<file path="config.mk">
export PLATFORM = sky130hd
export DESIGN_NAME = buserr_logger
export DESIGN_NICKNAME = d
export VERILOG_FILES = /design/src/rtl/buserr_pkg.sv /design/src/rtl/buserr_capture.sv /design/src/rtl/buserr_regs.sv /design/src/rtl/buserr_fault.sv /design/src/rtl/buserr_logger.sv
export SDC_FILE = /design/constraint.sdc
export NUM_CORES = 1
export LEC_CHECK = 0
export BUFFER_PORTS_ARGS = -buffer_cell sky130_fd_sc_hd__buf_2
export CAP_MARGIN = 20
export CELL_PAD_IN_SITES_DETAIL_PLACEMENT = 0
export CELL_PAD_IN_SITES_GLOBAL_PLACEMENT = 2
export CORE_ASPECT_RATIO = 1.1
export CORE_MARGIN = 2
export CORE_UTILIZATION = 29
export CTS_BUF_LIST = sky130_fd_sc_hd__clkbuf_16
export DETAILED_ROUTE_END_ITERATION = 12
export GPL_TIMING_DRIVEN = 0
export PLACE_DENSITY = 0.93
export SLEW_MARGIN = 40
export SYNTH_ARGS = -nofsm -noshare
export SYNTH_HDL_FRONTEND = slang
export SYNTH_SLANG_ARGS = --single-unit
</file>
<file path="constraint.sdc">
create_clock -name clk -period 3.8 [get_ports clk]
set_input_delay 1.14 -clock clk [delete_from_list [all_inputs] [get_ports clk]]
set_output_delay 1.14 -clock clk [all_outputs]
set_load 0.005 [all_outputs]
</file>
<file path="src/rtl/buserr_pkg.sv">
package buserr_pkg;
  localparam int DATA_W = 32;

  localparam logic [7:0] OFS_CORE_ID = 8'h00;
  localparam logic [7:0] OFS_REV_ID  = 8'h04;
  localparam logic [7:0] OFS_FLT_EN  = 8'h08;
  localparam logic [7:0] OFS_VALID   = 8'h0C;
  localparam logic [7:0] OFS_CLEAR   = 8'h10;
  localparam logic [7:0] OFS_LOG0    = 8'h14;
  localparam logic [7:0] OFS_LOG1    = 8'h18;
  localparam logic [7:0] OFS_LOG3    = 8'h20;
  localparam logic [7:0] OFS_LOG5    = 8'h28;

  typedef struct packed {
    logic [2:0] eclass;
    logic [3:0] opc;
    logic [5:0] len;
    logic       noncpu;
    logic [6:0] init_id;
  } err_rec_t;
endpackage

</file>
<file path="src/rtl/buserr_capture.sv">
module buserr_capture
  import buserr_pkg::*;
#(
  parameter int ADDR_W = 32
) (
  input  logic              clk,
  input  logic              rst,
  input  logic              clr_i,
  input  logic              rpt_vld_i,
  input  err_rec_t          rpt_i,
  input  logic [ADDR_W-1:0] rpt_addr_i,
  output logic              vld_o,
  output logic              vld_nxt_o,
  output err_rec_t          rec_o,
  output logic [ADDR_W-1:0] rec_addr_o
);
  logic take;
  // clear has priority, then an arriving report is accepted
  assign take      = rpt_vld_i && (!vld_o || clr_i);
  assign vld_nxt_o = take || (vld_o && !clr_i);

  always_ff @(posedge clk) begin
    if (rst) begin
      vld_o      <= 1'b0;
      rec_o      <= '0;
      rec_addr_o <= '0;
    end else begin
      vld_o <= vld_nxt_o;
      if (take) begin
        rec_o      <= rpt_i;
        rec_addr_o <= rpt_addr_i;
      end
    end
  end

  a_r3_capture: assert property (@(posedge clk) disable iff (rst)
    rpt_vld_i |=> vld_o);
  a_r4_hold_first: assert property (@(posedge clk) disable iff (rst)
    (vld_o && !clr_i) |=> ($stable(rec_o) && $stable(rec_addr_o) && vld_o));
  a_r5_clear: assert property (@(posedge clk) disable iff (rst)
    (clr_i && !rpt_vld_i) |=> !vld_o);
  a_r6_clear_and_new: assert property (@(posedge clk) disable iff (rst)
    (clr_i && rpt_vld_i) |=> (vld_o && rec_o == $past(rpt_i)));
endmodule

</file>
<file path="src/rtl/buserr_regs.sv">
module buserr_regs
  import buserr_pkg::*;
#(
  parameter int          REG_AW  = 8,
  parameter int          ADDR_W  = 32,
  parameter logic [31:0] CORE_ID = 32'h0000_E10C,
  parameter logic [31:0] REV_ID  = 32'h0000_0001
) (
  input  logic              clk,
  input  logic              rst,
  input  logic              wr_en_i,
  input  logic              rd_en_i,
  input  logic [REG_AW-1:0] addr_i,
  input  logic [DATA_W-1:0] wdata_i,
  input  logic              vld_i,
  input  err_rec_t          rec_i,
  input  logic [ADDR_W-1:0] rec_addr_i,
  output logic [DATA_W-1:0] rdata_o,
  output logic              clr_o,
  output logic              en_o,
  output logic              en_nxt_o
);
  localparam int PAD = (REG_AW > 8) ? REG_AW - 8 : 0;

  logic [7:0]        ofs;
  logic              hi_zero;
  logic [DATA_W-1:0] word0, word5, word3, rd_mux;

  assign ofs = addr_i[7:0];
  generate
    if (PAD > 0) begin : g_hi
      assign hi_zero = (addr_i[REG_AW-1:8] == '0);
    end else begin : g_nohi
      assign hi_zero = 1'b1;
    end
  endgenerate

  assign clr_o    = wr_en_i && hi_zero && ofs == OFS_CLEAR && wdata_i[0];
  assign en_nxt_o = (wr_en_i && hi_zero && ofs == OFS_FLT_EN) ? wdata_i[0] : en_o;

  always_comb begin
    word0        = '0;
    word0[4:1]   = rec_i.opc;
    word0[10:8]  = rec_i.eclass;
    word0[21:16] = rec_i.len;
    word5        = '0;
    word5[0]     = rec_i.noncpu;
    if (rec_i.noncpu) begin
      word5[3:2]  = rec_i.init_id[6:5];
      word5[11:7] = rec_i.init_id[4:0];
    end else begin
      word5[3:2]  = rec_i.init_id[1:0];
    end
    word3 = DATA_W'(rec_addr_i);
  end

  always_comb begin
    rd_mux = '0;
    if (hi_zero) begin
      case (ofs)
        OFS_CORE_ID: rd_mux = CORE_ID;
        OFS_REV_ID:  rd_mux = REV_ID;
        OFS_FLT_EN:  rd_mux = {{(DATA_W-1){1'b0}}, en_o};
        OFS_VALID:   rd_mux = {{(DATA_W-1){1'b0}}, vld_i};
        OFS_LOG0:    rd_mux = word0;
        OFS_LOG1:    rd_mux = '0;
        OFS_LOG3:    rd_mux = word3;
        OFS_LOG5:    rd_mux = word5;
        default:     rd_mux = '0;
      endcase
    end
  end

  always_ff @(posedge clk) begin
    if (rst) begin
      en_o    <= 1'b0;
      rdata_o <= '0;
    end else begin
      en_o <= en_nxt_o;
      if (rd_en_i) rdata_o <= rd_mux;
    end
  end

  a_r9_enable_write: assert property (@(posedge clk) disable iff (rst)
    (wr_en_i && hi_zero && ofs == OFS_FLT_EN) |=> (en_o == $past(wdata_i[0])));
  a_r2_rdata_hold: assert property (@(posedge clk) disable iff (rst)
    !rd_en_i |=> $stable(rdata_o));
endmodule

</file>
<file path="src/rtl/buserr_fault.sv">
module buserr_fault (
  input  logic clk,
  input  logic rst,
  input  logic vld_nxt_i,
  input  logic en_nxt_i,
  output logic fault_o
);
  always_ff @(posedge clk) begin
    if (rst) fault_o <= 1'b0;
    else     fault_o <= vld_nxt_i && en_nxt_i;
  end
endmodule

</file>
<file path="src/rtl/buserr_logger.sv">
module buserr_logger
  import buserr_pkg::*;
#(
  parameter int          REG_AW  = 8,
  parameter int          ADDR_W  = 32,
  parameter logic [31:0] CORE_ID = 32'h0000_E10C,
  parameter logic [31:0] REV_ID  = 32'h0000_0001
) (
  input  logic              clk,
  input  logic              rst,
  input  logic              reg_wr_en,
  input  logic              reg_rd_en,
  input  logic [REG_AW-1:0] reg_addr,
  input  logic [31:0]       reg_wdata,
  output logic [31:0]       reg_rdata,
  input  logic              err_valid,
  input  logic [2:0]        err_class,
  input  logic [3:0]        err_opc,
  input  logic [5:0]        err_len,
  input  logic [ADDR_W-1:0] err_addr,
  input  logic              err_noncpu,
  input  logic [6:0]        err_init_id,
  output logic              fault_o
);
  err_rec_t          rpt, rec;
  logic [ADDR_W-1:0] rec_addr;
  logic              vld, vld_nxt, clr, en, en_nxt;

  assign rpt = '{eclass: err_class, opc: err_opc, len: err_len,
                 noncpu: err_noncpu, init_id: err_init_id};

  buserr_capture #(.ADDR_W(ADDR_W)) u_cap (
    .clk(clk), .rst(rst), .clr_i(clr), .rpt_vld_i(err_valid),
    .rpt_i(rpt), .rpt_addr_i(err_addr), .vld_o(vld),
    .vld_nxt_o(vld_nxt), .rec_o(rec), .rec_addr_o(rec_addr));

  buserr_regs #(.REG_AW(REG_AW), .ADDR_W(ADDR_W),
                .CORE_ID(CORE_ID), .REV_ID(REV_ID)) u_regs (
    .clk(clk), .rst(rst), .wr_en_i(reg_wr_en), .rd_en_i(reg_rd_en),
    .addr_i(reg_addr), .wdata_i(reg_wdata), .vld_i(vld), .rec_i(rec),
    .rec_addr_i(rec_addr), .rdata_o(reg_rdata), .clr_o(clr),
    .en_o(en), .en_nxt_o(en_nxt));

  buserr_fault u_flt (
    .clk(clk), .rst(rst), .vld_nxt_i(vld_nxt), .en_nxt_i(en_nxt),
    .fault_o(fault_o));

  a_r9_fault_level: assert property (@(posedge clk) disable iff (rst)
    fault_o == (vld && en));
  a_r1_fault_needs_record: assert property (@(posedge clk) disable iff (rst)
    fault_o |-> vld);
endmodule

</file>
==> flow_summary.toml, run 1 <==
[clocking]
htree_levels = 3
root_buffer = "clkbuf_16"
clockBufferDepth = 2
cts_resized = 0
cts_tree = "done"
ctsHoldBuffers = 0
cts_buffers = 9
cts.sinks = 88
path_clk_slew_ns = 0.07
clock_latency_ns = 0.33
postCtsSetupBuffers = 0

[logic_synthesis]
ys_seq_area_share_pct = 49.5
synth_top_area_cell = "dfxtp_1"
yosys_warnings = 0
synth_cell_type_count = 40
synth_seq_cells = 88
syn-num-nets = 519
synth_top_area_share_pct = 49.5
netlist_area_mm2 = 0.00356
syn_avg_cell_area_um2 = 8.46
synthCells = 421
synthTopCellsByArea = "dfxtp_1 49%, nand2_1 13%, a21oi_1 9.7%"

[drt]
ant_nets = 0
dr_total_vias = 3313
routed_via_density = 4.81
drc = 0
wl_um = 10300
wl_per_cell_um = 14.9
firstDrtPassIters = 6
drt-initial-drc-count = 148

[worst_setup_path]
crit_chain = "buf_2, nor4_4, a32oi_2, clkbuf_1, nand2_1, a21oi_1"
cp_slowest_cell = "nor4_4"
criticalPathCategory = "input pin to flip-flop"
crit_path_end_kind = "flip-flop"
timing.reg2reg.setup_slack_ns = 2.10
crit_required_ns = 3.99
worstPathArrival_ns = 2.73
critical_path.startpoint_type = "input pin"
startpoint = "reg_addr[3]"
path_max_fanout = 10
critPathMaxStageDelay_ns = 0.51
timing.rr.start = "u_cap.vld_o$_SDFF_PP0_"

[sta]
whs_ns = 0.450
hold_viol_final = 0
tightest_slew_ns = 0.794
finalSetupViolations = 0
post-route-period-util_pct = 66.8
rsz0062_at_grt = "false"
fin_crit_ns = 2.54
fin_tns_setup_ns = 0
relSlewSlack_pct = 45.7
drv_slew = 0
clock_skew_ns = 0.00665
fmax_mhz = 394

[global_route]
overflow = 0
grt_antenna_before_repair = 0
grt_max_degree = 16
grt_pass1_wl_um = 16000
groute.usage.overall_pct = 16.0
grt_pass1_vias = 3245

[finish]
nNetsFinal = 628
seqCellArea_mm2 = 0.00176
multiInputGateArea_mm2 = 0.00155
n_antenna_cell = 0
post-route-util_pct = 37.7
fill_cells = 1300
drive_above_1_share_pct = 25.4
syn2layout_area_growth_pct = 27.5
final_area_mm2 = 0.00454

[floorplan]
start_util_pct = 29.6
row_count = 42
dieArea_mm2 = 0.0132
ios = 131
die_y_um = 120
fp.dieW_um = 110
fp.coreArea_mm2 = 0.0120

[min_path]
min_from = "u_regs.rdata_o[18]$_SDFFE_PP0P_"
hold_path_class = "flip-flop to flip-flop"

[pwr]
ir_drop_mv = 0.235
power_per_cell_area_mw_per_mm2 = 447
total_power_mw = 2.03
p_leak_nw = 1.80

[place]
hpwl_um = 7790
port_buffers = 98
place_congestion = 0.785
placed_cell_area_mm2 = 0.00424

[run_status]
status = "finished, final reports clean"

[job]
maxCapViolCount = 0
==> stage by stage <==
step           std cells  setup slack, ns
5_1_grt              689             1.12
6_report             689             1.26
2_1_floorplan        421             1.49
3_3_place_gp         673            0.964
4_1_cts              689             1.29
3_5_place_dp         673            0.934
==> layout by cell type (no fill, tap or decap), types with 3 or more instances in the layout <==
master / count
nor2b_1: 3
nand2b_1: 14
dfxtp_1: 88
nand3_1: 14
nand2_1: 128
a21oi_1: 69
mux2i_1: 3
o21ai_1: 7
o21ai_0: 9
clkbuf_16: 9
clkbuf_1: 17
buf_6: 4
buf_12: 5
nor2_1: 5
a32o_1: 3
and3_1: 3
inv_1: 3
buf_2: 102
a22oi_1: 14
==> registers in the layout, indices dropped and copies added (netlist names) <==
signal and flops:
u_flt.fault_o 1, u_cap.rec_o 21, u_cap.rec_addr_o 32, u_cap.vld_o 1
u_regs.en_o 1, u_regs.rdata_o 32
==> Yosys cell counts (all sizes together) <==
library cell	n
a2111oi	1
a211oi	2
a21oi	71
a221oi	3
a22oi	14
a32o	3
a32oi	1
and2	2
and2b	1
and3	3
and4b	1
buf	14
clkbuf	17
dfxtp	88
inv	3
mux2i	3
nand2	128
nand2b	14
nand3	14
nand3b	1
nand4	1
nor2	5
nor2b	3
nor3	2
nor4	3
nor4b	3
o2111a	1
o21ai	16
o2bb2ai	2
or4b	1
==> metal layers <==
metal  vias to the layer above  GRT usage, %  wire (µm)
met5                         -             0          0
met1                      1554          20.3       4540
li1                       1655             -          -
met3                        14          3.23        620
met2                        90          26.4       4910
met4                         0          6.57        191
==> where the power goes <==
part,internal [mW],switching (mW)
clock,0.510,0.369
combinational,0.0746,0.101
sequential,0.955,0.0192
==> worst max-delay path: cells and delay by family <==
kind	cells	cell delay (ns)
AND/OR/NAND/NOR	2	0.65
AO/OA/AOI/OAI	2	0.45
buffers and inverters	2	0.48
==> final cells by class <==
cell class                 instances  share of cell area, %
sequential                        88                   38.8
multi-input combinational        299                   34.2
timing repair buffer              98                   10.8
buffer                            31                   5.21
clock buffer                       9                   4.96
tap                              154                   4.24
clock inverter                     7                   1.54
inverter                           3                  0.248
==> worst paths after layout <==
kind	to	depth (start not counted)
setup / recovery	u_cap.rec_addr_o[14]$_SDFFE_PP0P_	6
hold reg to reg	u_regs.rdata_o[18]$_SDFFE_PP0P_	2
hold / removal	u_regs.rdata_o[18]$_SDFFE_PP0P_	2
setup reg to reg	u_cap.rec_addr_o[14]$_SDFFE_PP0P_	5
==> cells by family after synthesis <==
logic type,share of synthesized area [%]
and+or+nand+nor,23.6
AOI/OAI and AO/OA,19.1
muxes,0.843
DFF,49.5
buffers and inverters,6.96
(Power assumes the default switching activity.)
==> inputs of run 2 (changes only) <==
--- a/config.mk
+++ b/config.mk
@@ -5,17 +5,18 @@
 export SDC_FILE = /design/constraint.sdc
 export NUM_CORES = 1
 export LEC_CHECK = 0
+export ABC_AREA = 1
 export BUFFER_PORTS_ARGS = -buffer_cell sky130_fd_sc_hd__buf_2
 export CAP_MARGIN = 20
 export CELL_PAD_IN_SITES_DETAIL_PLACEMENT = 0
 export CELL_PAD_IN_SITES_GLOBAL_PLACEMENT = 2
 export CORE_ASPECT_RATIO = 1.1
 export CORE_MARGIN = 2
-export CORE_UTILIZATION = 29
+export CORE_UTILIZATION = 24
 export CTS_BUF_LIST = sky130_fd_sc_hd__clkbuf_16
 export DETAILED_ROUTE_END_ITERATION = 12
 export GPL_TIMING_DRIVEN = 0
-export PLACE_DENSITY = 0.93
+export PLACE_DENSITY = 0.85
 export SLEW_MARGIN = 40
 export SYNTH_ARGS = -nofsm -noshare
 export SYNTH_HDL_FRONTEND = slang
==> constraint.sdc (replaced) <==
create_clock -name clk -period 2.1 [get_ports clk]
set_input_delay 0.63 -clock clk [delete_from_list [all_inputs] [get_ports clk]]
set_output_delay 0.63 -clock clk [all_outputs]
set_load 0.005 [all_outputs]
==> flow_summary.toml, run 2 <==
[sta]
fin_crit_ns = 1.82
finalSetupViolations = 0
fin_tns_setup_ns = 0
relSlewSlack_pct = 57.1
rsz0062_at_grt = "false"
whs_ns = 0.461
hold_viol_final = 0
post-route-period-util_pct = 86.6
drv_slew = 0
clock_skew_ns = 0.00521
fmax_mhz = 550
tightest_slew_ns = 0.644

[clocking]
htree_levels = 3
clockBufferDepth = 2
cts_tree = "done"
path_clk_slew_ns = 0.06
cts.sinks = 88
postCtsSetupBuffers = 0
root_buffer = "clkbuf_16"
cts_resized = 0
ctsHoldBuffers = 0
clock_latency_ns = 0.34
cts_buffers = 9

[logic_synthesis]
synth-compound-area-share_pct = 14.5
synth_adder_area_share_pct = 0
async_flop_share_pct = 0
synth-simple-area-share_pct = 28.7
synth_edf_count = 0
synthTopCellsByArea = "dfxtp_1 48%, nor2_1 11%, nand2_1 10%"
synthCells = 485
synth_cell_type_count = 28
synth_top_area_cell = "dfxtp_1"
muxShareOfSynthArea_pct = 0
synth_ff_type = "dfxtp_1"
netlist_top_cells_count = "112 x nor2_1, 102 x nand2_1, 88 x dfxtp_1"
ys_seq_area_share_pct = 48.0
synth_seq_cells = 88
yosys.cell_count.top_type = "nor2_1"
syn_avg_cell_area_um2 = 7.56
synth_top_family_by_area = "simple AND/OR/NAND/NOR gates"
syn-num-nets = 583
yosys_warnings = 0
synth_top_area_share_pct = 48.0
synth_xor_xnor_area_share_pct = 0
netlist_area_mm2 = 0.00367

[pwr]
p_leak_nw = 2.10
p_int_mw = 2.98
total_power_mw = 3.94
pwr-share-clk_pct = 43.9
power_per_cell_area_mw_per_mm2 = 833
seqPwrFrac_pct = 46.1
comb_power_share_pct = 10.0
p_sw_share_pct = 24.4
ir_drop_mv = 0.311
switchingPower_uw = 960

[drt]
drt-initial-drc-count = 103
ant_nets = 0
dr_total_vias = 3361
wl_um = 10500
drc = 0
routed_via_density = 4.23
wl_per_cell_um = 13.2
firstDrtPassIters = 4

[worst_setup_path]
crit_required_ns = 2.37
criticalPathCategory = "input pin to flip-flop"
critical_path.startpoint_type = "input pin"
r2r_end = "u_regs.rdata_o[2]$_SDFFE_PP0P_"
timing.rr.start = "u_cap.rec_o[7]$_SDFFE_PP0P_"
ff2ff_path_depth = 6
critPathMaxStageDelay_ns = 0.52
path_max_fanout = 10
cp_common_cell = "clkbuf_1"
crit_chain = "buf_2, inv_1, clkbuf_1, clkbuf_1, o21ai_0, nor2_1"
timing.reg2reg.setup_slack_ns = 0.95
cp_slowest_cell = "clkbuf_1"
crit_path_end_kind = "flip-flop"
worstPathArrival_ns = 2.09

[place]
port_buffers = 98
place_inst = 779
place_congestion = 0.838
placed_cell_area_mm2 = 0.00440
hpwl_um = 8210

[finish]
nNetsFinal = 692
n_antenna_cell = 0
final_cell_mix = "112 x nor2_1, 102 x nand2_1, 99 x buf_2"
final_area_mm2 = 0.00472
final_common_cell = "nor2_1"
layoutNonFillerInstCount = 795
syn2layout_area_growth_pct = 28.8
drive_above_1_share_pct = 24.4
top_regs = "u_cap.rec_addr_o (32), u_regs.rdata_o (32), u_cap.rec_o (21)"

[global_route]
grt_max_degree = 16
grt_pass1_wl_um = 16700
grt_antenna_before_repair = 0
grt_pass1_vias = 3445
overflow = 0
groute.usage.overall_pct = 13.3

[floorplan]
row_count = 47
fp.coreArea_mm2 = 0.0150
ios = 131
start_util_pct = 24.5
fp.dieW_um = 122
dieArea_mm2 = 0.0163
die_y_um = 134

[run_status]
status = "finished, final reports clean"

[min_path]
min_from = "u_cap.rec_addr_o[24]$_SDFFE_PP0P_"
worstHoldEndpoint = "u_regs.rdata_o[24]$_SDFFE_PP0P_"
hold_path_class = "flip-flop to flip-flop"
min_path_cells = 2

[job]
maxCapViolCount = 0
-- run 2: cell types whose count changed after synthesis, moves of 5 or more --
cell | before | now
a22oi_1 | 14 | 0
nand2b_1 | 14 | 0
a21oi_1 | 69 | 33
nor2_1 | 5 | 112
inv_2 | 0 | 5
o21ai_0 | 9 | 69
inv_1 | 3 | 9
o21ai_1 | 7 | 1
nand2_1 | 128 | 102
-- run 2: power groups by stage --
stage	clock network, mW	logic, mW	registers [mW]
floorplan	0	0.251	1.84
global placement	0	0.392	1.85
detailed placement	0	0.398	1.85
CTS	1.77	0.400	1.82
global route	1.84	0.445	1.83
finish	1.73	0.392	1.82
-- run 2: metrics by stage --
stage | setup slack (ns) | utilization [%]
2_1_floorplan | 0.480 | -
3_3_place_gp | -0.0509 | 29.4
3_5_place_dp | -0.0407 | 29.4
4_1_cts | 0.308 | 31.5
5_1_grt | 0.191 | 31.5
6_report | 0.282 | 31.5
-- run 2: per-layer routing --
metal	global-route usage (%)	up-vias	wire, µm
li1	-	1770	-
met1	17.5	1502	5150
met2	21.0	80	4710
met3	3.34	9	512
met4	4.66	0	104
met5	0	-	0
-- run 2: worst max-delay path by stage --
stage                     start  cells after the start                               end
detailed placement          rst                      6       u_cap.rec_o[8]$_SDFFE_PP0P_
CTS                         rst                      6       u_cap.rec_o[8]$_SDFFE_PP0P_
finish                      rst                      6       u_cap.rec_o[8]$_SDFFE_PP0P_
global route                rst                      6      u_cap.rec_o[13]$_SDFFE_PP0P_
global placement            rst                      6       u_cap.rec_o[8]$_SDFFE_PP0P_
floorplan           reg_addr[6]                      9  u_cap.rec_addr_o[0]$_SDFFE_PP0P_
-- run 2: cell families (layout without fill, tap and decap cells) --
group / Yosys count / after routing
simple gates: 246 / 246
compound gates: 105 / 105
flops: 88 / 88
buf+inv: 46 / 160
-- run 2: worst max-delay path: cells and delay by family --
family / cells / cell delay (ns)
compound gates: 1 / 0.19
buf+inv: 4 / 1.16
simple gates: 1 / 0.11
-- run 2: layout make-up --
type | instances | area (µm²)
Fill cell | 1649 | 10300
Sequential cell | 88 | 1760
Multi-Input combinational cell | 351 | 1580
Timing Repair Buffer | 98 | 490
Buffer | 30 | 251
Tap cell | 196 | 245
Clock buffer | 9 | 225
Clock inverter | 7 | 96.3
Inverter | 16 | 72.6
==> inputs of run 3 (changes only) <==
--- a/config.mk
+++ b/config.mk
@@ -13,7 +13,6 @@
 export CORE_ASPECT_RATIO = 1.1
 export CORE_MARGIN = 2
 export CORE_UTILIZATION = 24
-export CTS_BUF_LIST = sky130_fd_sc_hd__clkbuf_16
 export DETAILED_ROUTE_END_ITERATION = 12
 export GPL_TIMING_DRIVEN = 0
 export PLACE_DENSITY = 0.85
==> flow_summary.toml, run 3 (synthesis gave the netlist of run 2 again) <==
[run_status]
status = "finished, final reports clean"

[sta]
drv_slew = 0
fin_tns_setup_ns = 0
fmax_mhz = 550
whs_ns = 0.461
relSlewSlack_pct = 57.0
clock_skew_ns = 0.00521
rsz0062_at_grt = "false"
layout_setup_ws_ns = 0.281
hold_viol_final = 0
tightest_slew_ns = 0.646
post-route-period-util_pct = 86.6
finalSetupViolations = 0
fin_crit_ns = 1.82

[worst_setup_path]
ff2ff_path_depth = 6
criticalPathCategory = "input pin to flip-flop"
critical_path.startpoint_type = "input pin"
path_max_fanout = 10
crit_required_ns = 2.37
timing.rr.start = "u_cap.rec_o[7]$_SDFFE_PP0P_"
crit_path_end_kind = "flip-flop"
timing.reg2reg.setup_slack_ns = 0.95
r2r_end = "u_regs.rdata_o[2]$_SDFFE_PP0P_"
worstPathArrival_ns = 2.09

[place]
placed_cell_area_mm2 = 0.00440
port_buffers = 98
hpwl_um = 8210
place_inst = 779
dp_slack_ns = -0.0407
place_congestion = 0.838

[global_route]
grt_max_degree = 16
grt_pass1_vias = 3445
use_met2_pct = 21.0
grt_pass1_wl_um = 16700
overflow = 0
grt_use_met1_pct = 17.5
groute.usage.overall_pct = 13.3
grt_antenna_before_repair = 0
busiest_layer = "met2"
grt_use_met3_pct = 3.34

[pwr]
total_power_mw = 3.94
p_leak_nw = 2.09
power_per_cell_area_mw_per_mm2 = 834
ir_drop_mv = 0.311

[floorplan]
fp.coreArea_mm2 = 0.0150
fp.dieW_um = 122
start_util_pct = 24.5
ios = 131
die_y_um = 134
row_count = 47
dieArea_mm2 = 0.0163

[min_path]
min_from = "u_cap.rec_addr_o[24]$_SDFFE_PP0P_"
min_path_cells = 2
worstHoldEndpoint = "u_regs.rdata_o[24]$_SDFFE_PP0P_"
hold_path_class = "flip-flop to flip-flop"

[job]
maxCapViolCount = 0

[drt]
routed_via_density = 4.23
wl_per_cell_um = 13.2
drt-initial-drc-count = 103
drc = 0
wl_um = 10500
ant_nets = 0
firstDrtPassIters = 4
dr_total_vias = 3363

[clocking]
clockBufferDepth = 2
cts_resized = 0
ctsHoldBuffers = 0
cts_buffers = 9
path_clk_slew_ns = 0.06
cts.sinks = 88
clock_latency_ns = 0.34
root_buffer = "clkbuf_16"
cts_tree = "done"
htree_levels = 3
postCtsSetupBuffers = 0

[finish]
final_cell_mix = "112 x nor2_1, 102 x nand2_1, 99 x buf_2"
final_common_cell = "nor2_1"
layoutNonFillerInstCount = 795
top_regs = "u_cap.rec_addr_o (32), u_regs.rdata_o (32), u_cap.rec_o (21)"
drive_above_1_share_pct = 24.4
nNetsFinal = 692
post-route-util_pct = 31.5
final_area_mm2 = 0.00472
syn2layout_area_growth_pct = 28.8
n_antenna_cell = 0
## run 3: layer usage
metal | up-vias | share of wire [%]
met5 | - | 0
met4 | 0 | 0.99
met3 | 9 | 4.9
met2 | 80 | 45
met1 | 1504 | 49
li1 | 1770 | -
## run 3: layout make-up
cell class	instances	area [µm²]
fill	1649	10300
clock inverter	6	92.6
sequential	88	1760
timing repair buffer	98	490
tap	196	245
multi-input combinational	351	1580
clock buffer	10	229
inverter	16	72.6
buffer	30	251
## run 3: report_power, final
| part | switching (mW) | internal [mW] | leakage, nW | total (mW) |
|---|---|---|---|---|
| Combinational | 0.222 | 0.170 | 1.22 | 0.392 |
| Clock | 0.683 | 1.05 | 0.149 | 1.73 |
| Sequential | 0.0529 | 1.76 | 0.724 | 1.82 |
## run 3: critical path, stage by stage
cell and delay (ns):
buf_2 0.12, inv_1 0.13, clkbuf_1 0.52, clkbuf_1 0.39, o21ai_0 0.19, nor2_1 0.11
## run 3: worst max path at each step
stage	start	end	slack [ns]
finish	rst	u_cap.rec_o[8]$_SDFFE_PP0P_	0.28
global route	rst	u_cap.rec_o[13]$_SDFFE_PP0P_	0.19
CTS	rst	u_cap.rec_o[8]$_SDFFE_PP0P_	0.31
detailed placement	rst	u_cap.rec_o[8]$_SDFFE_PP0P_	-0.04
global placement	rst	u_cap.rec_o[8]$_SDFFE_PP0P_	-0.05
floorplan	reg_addr[6]	u_cap.rec_addr_o[0]$_SDFFE_PP0P_	0.48
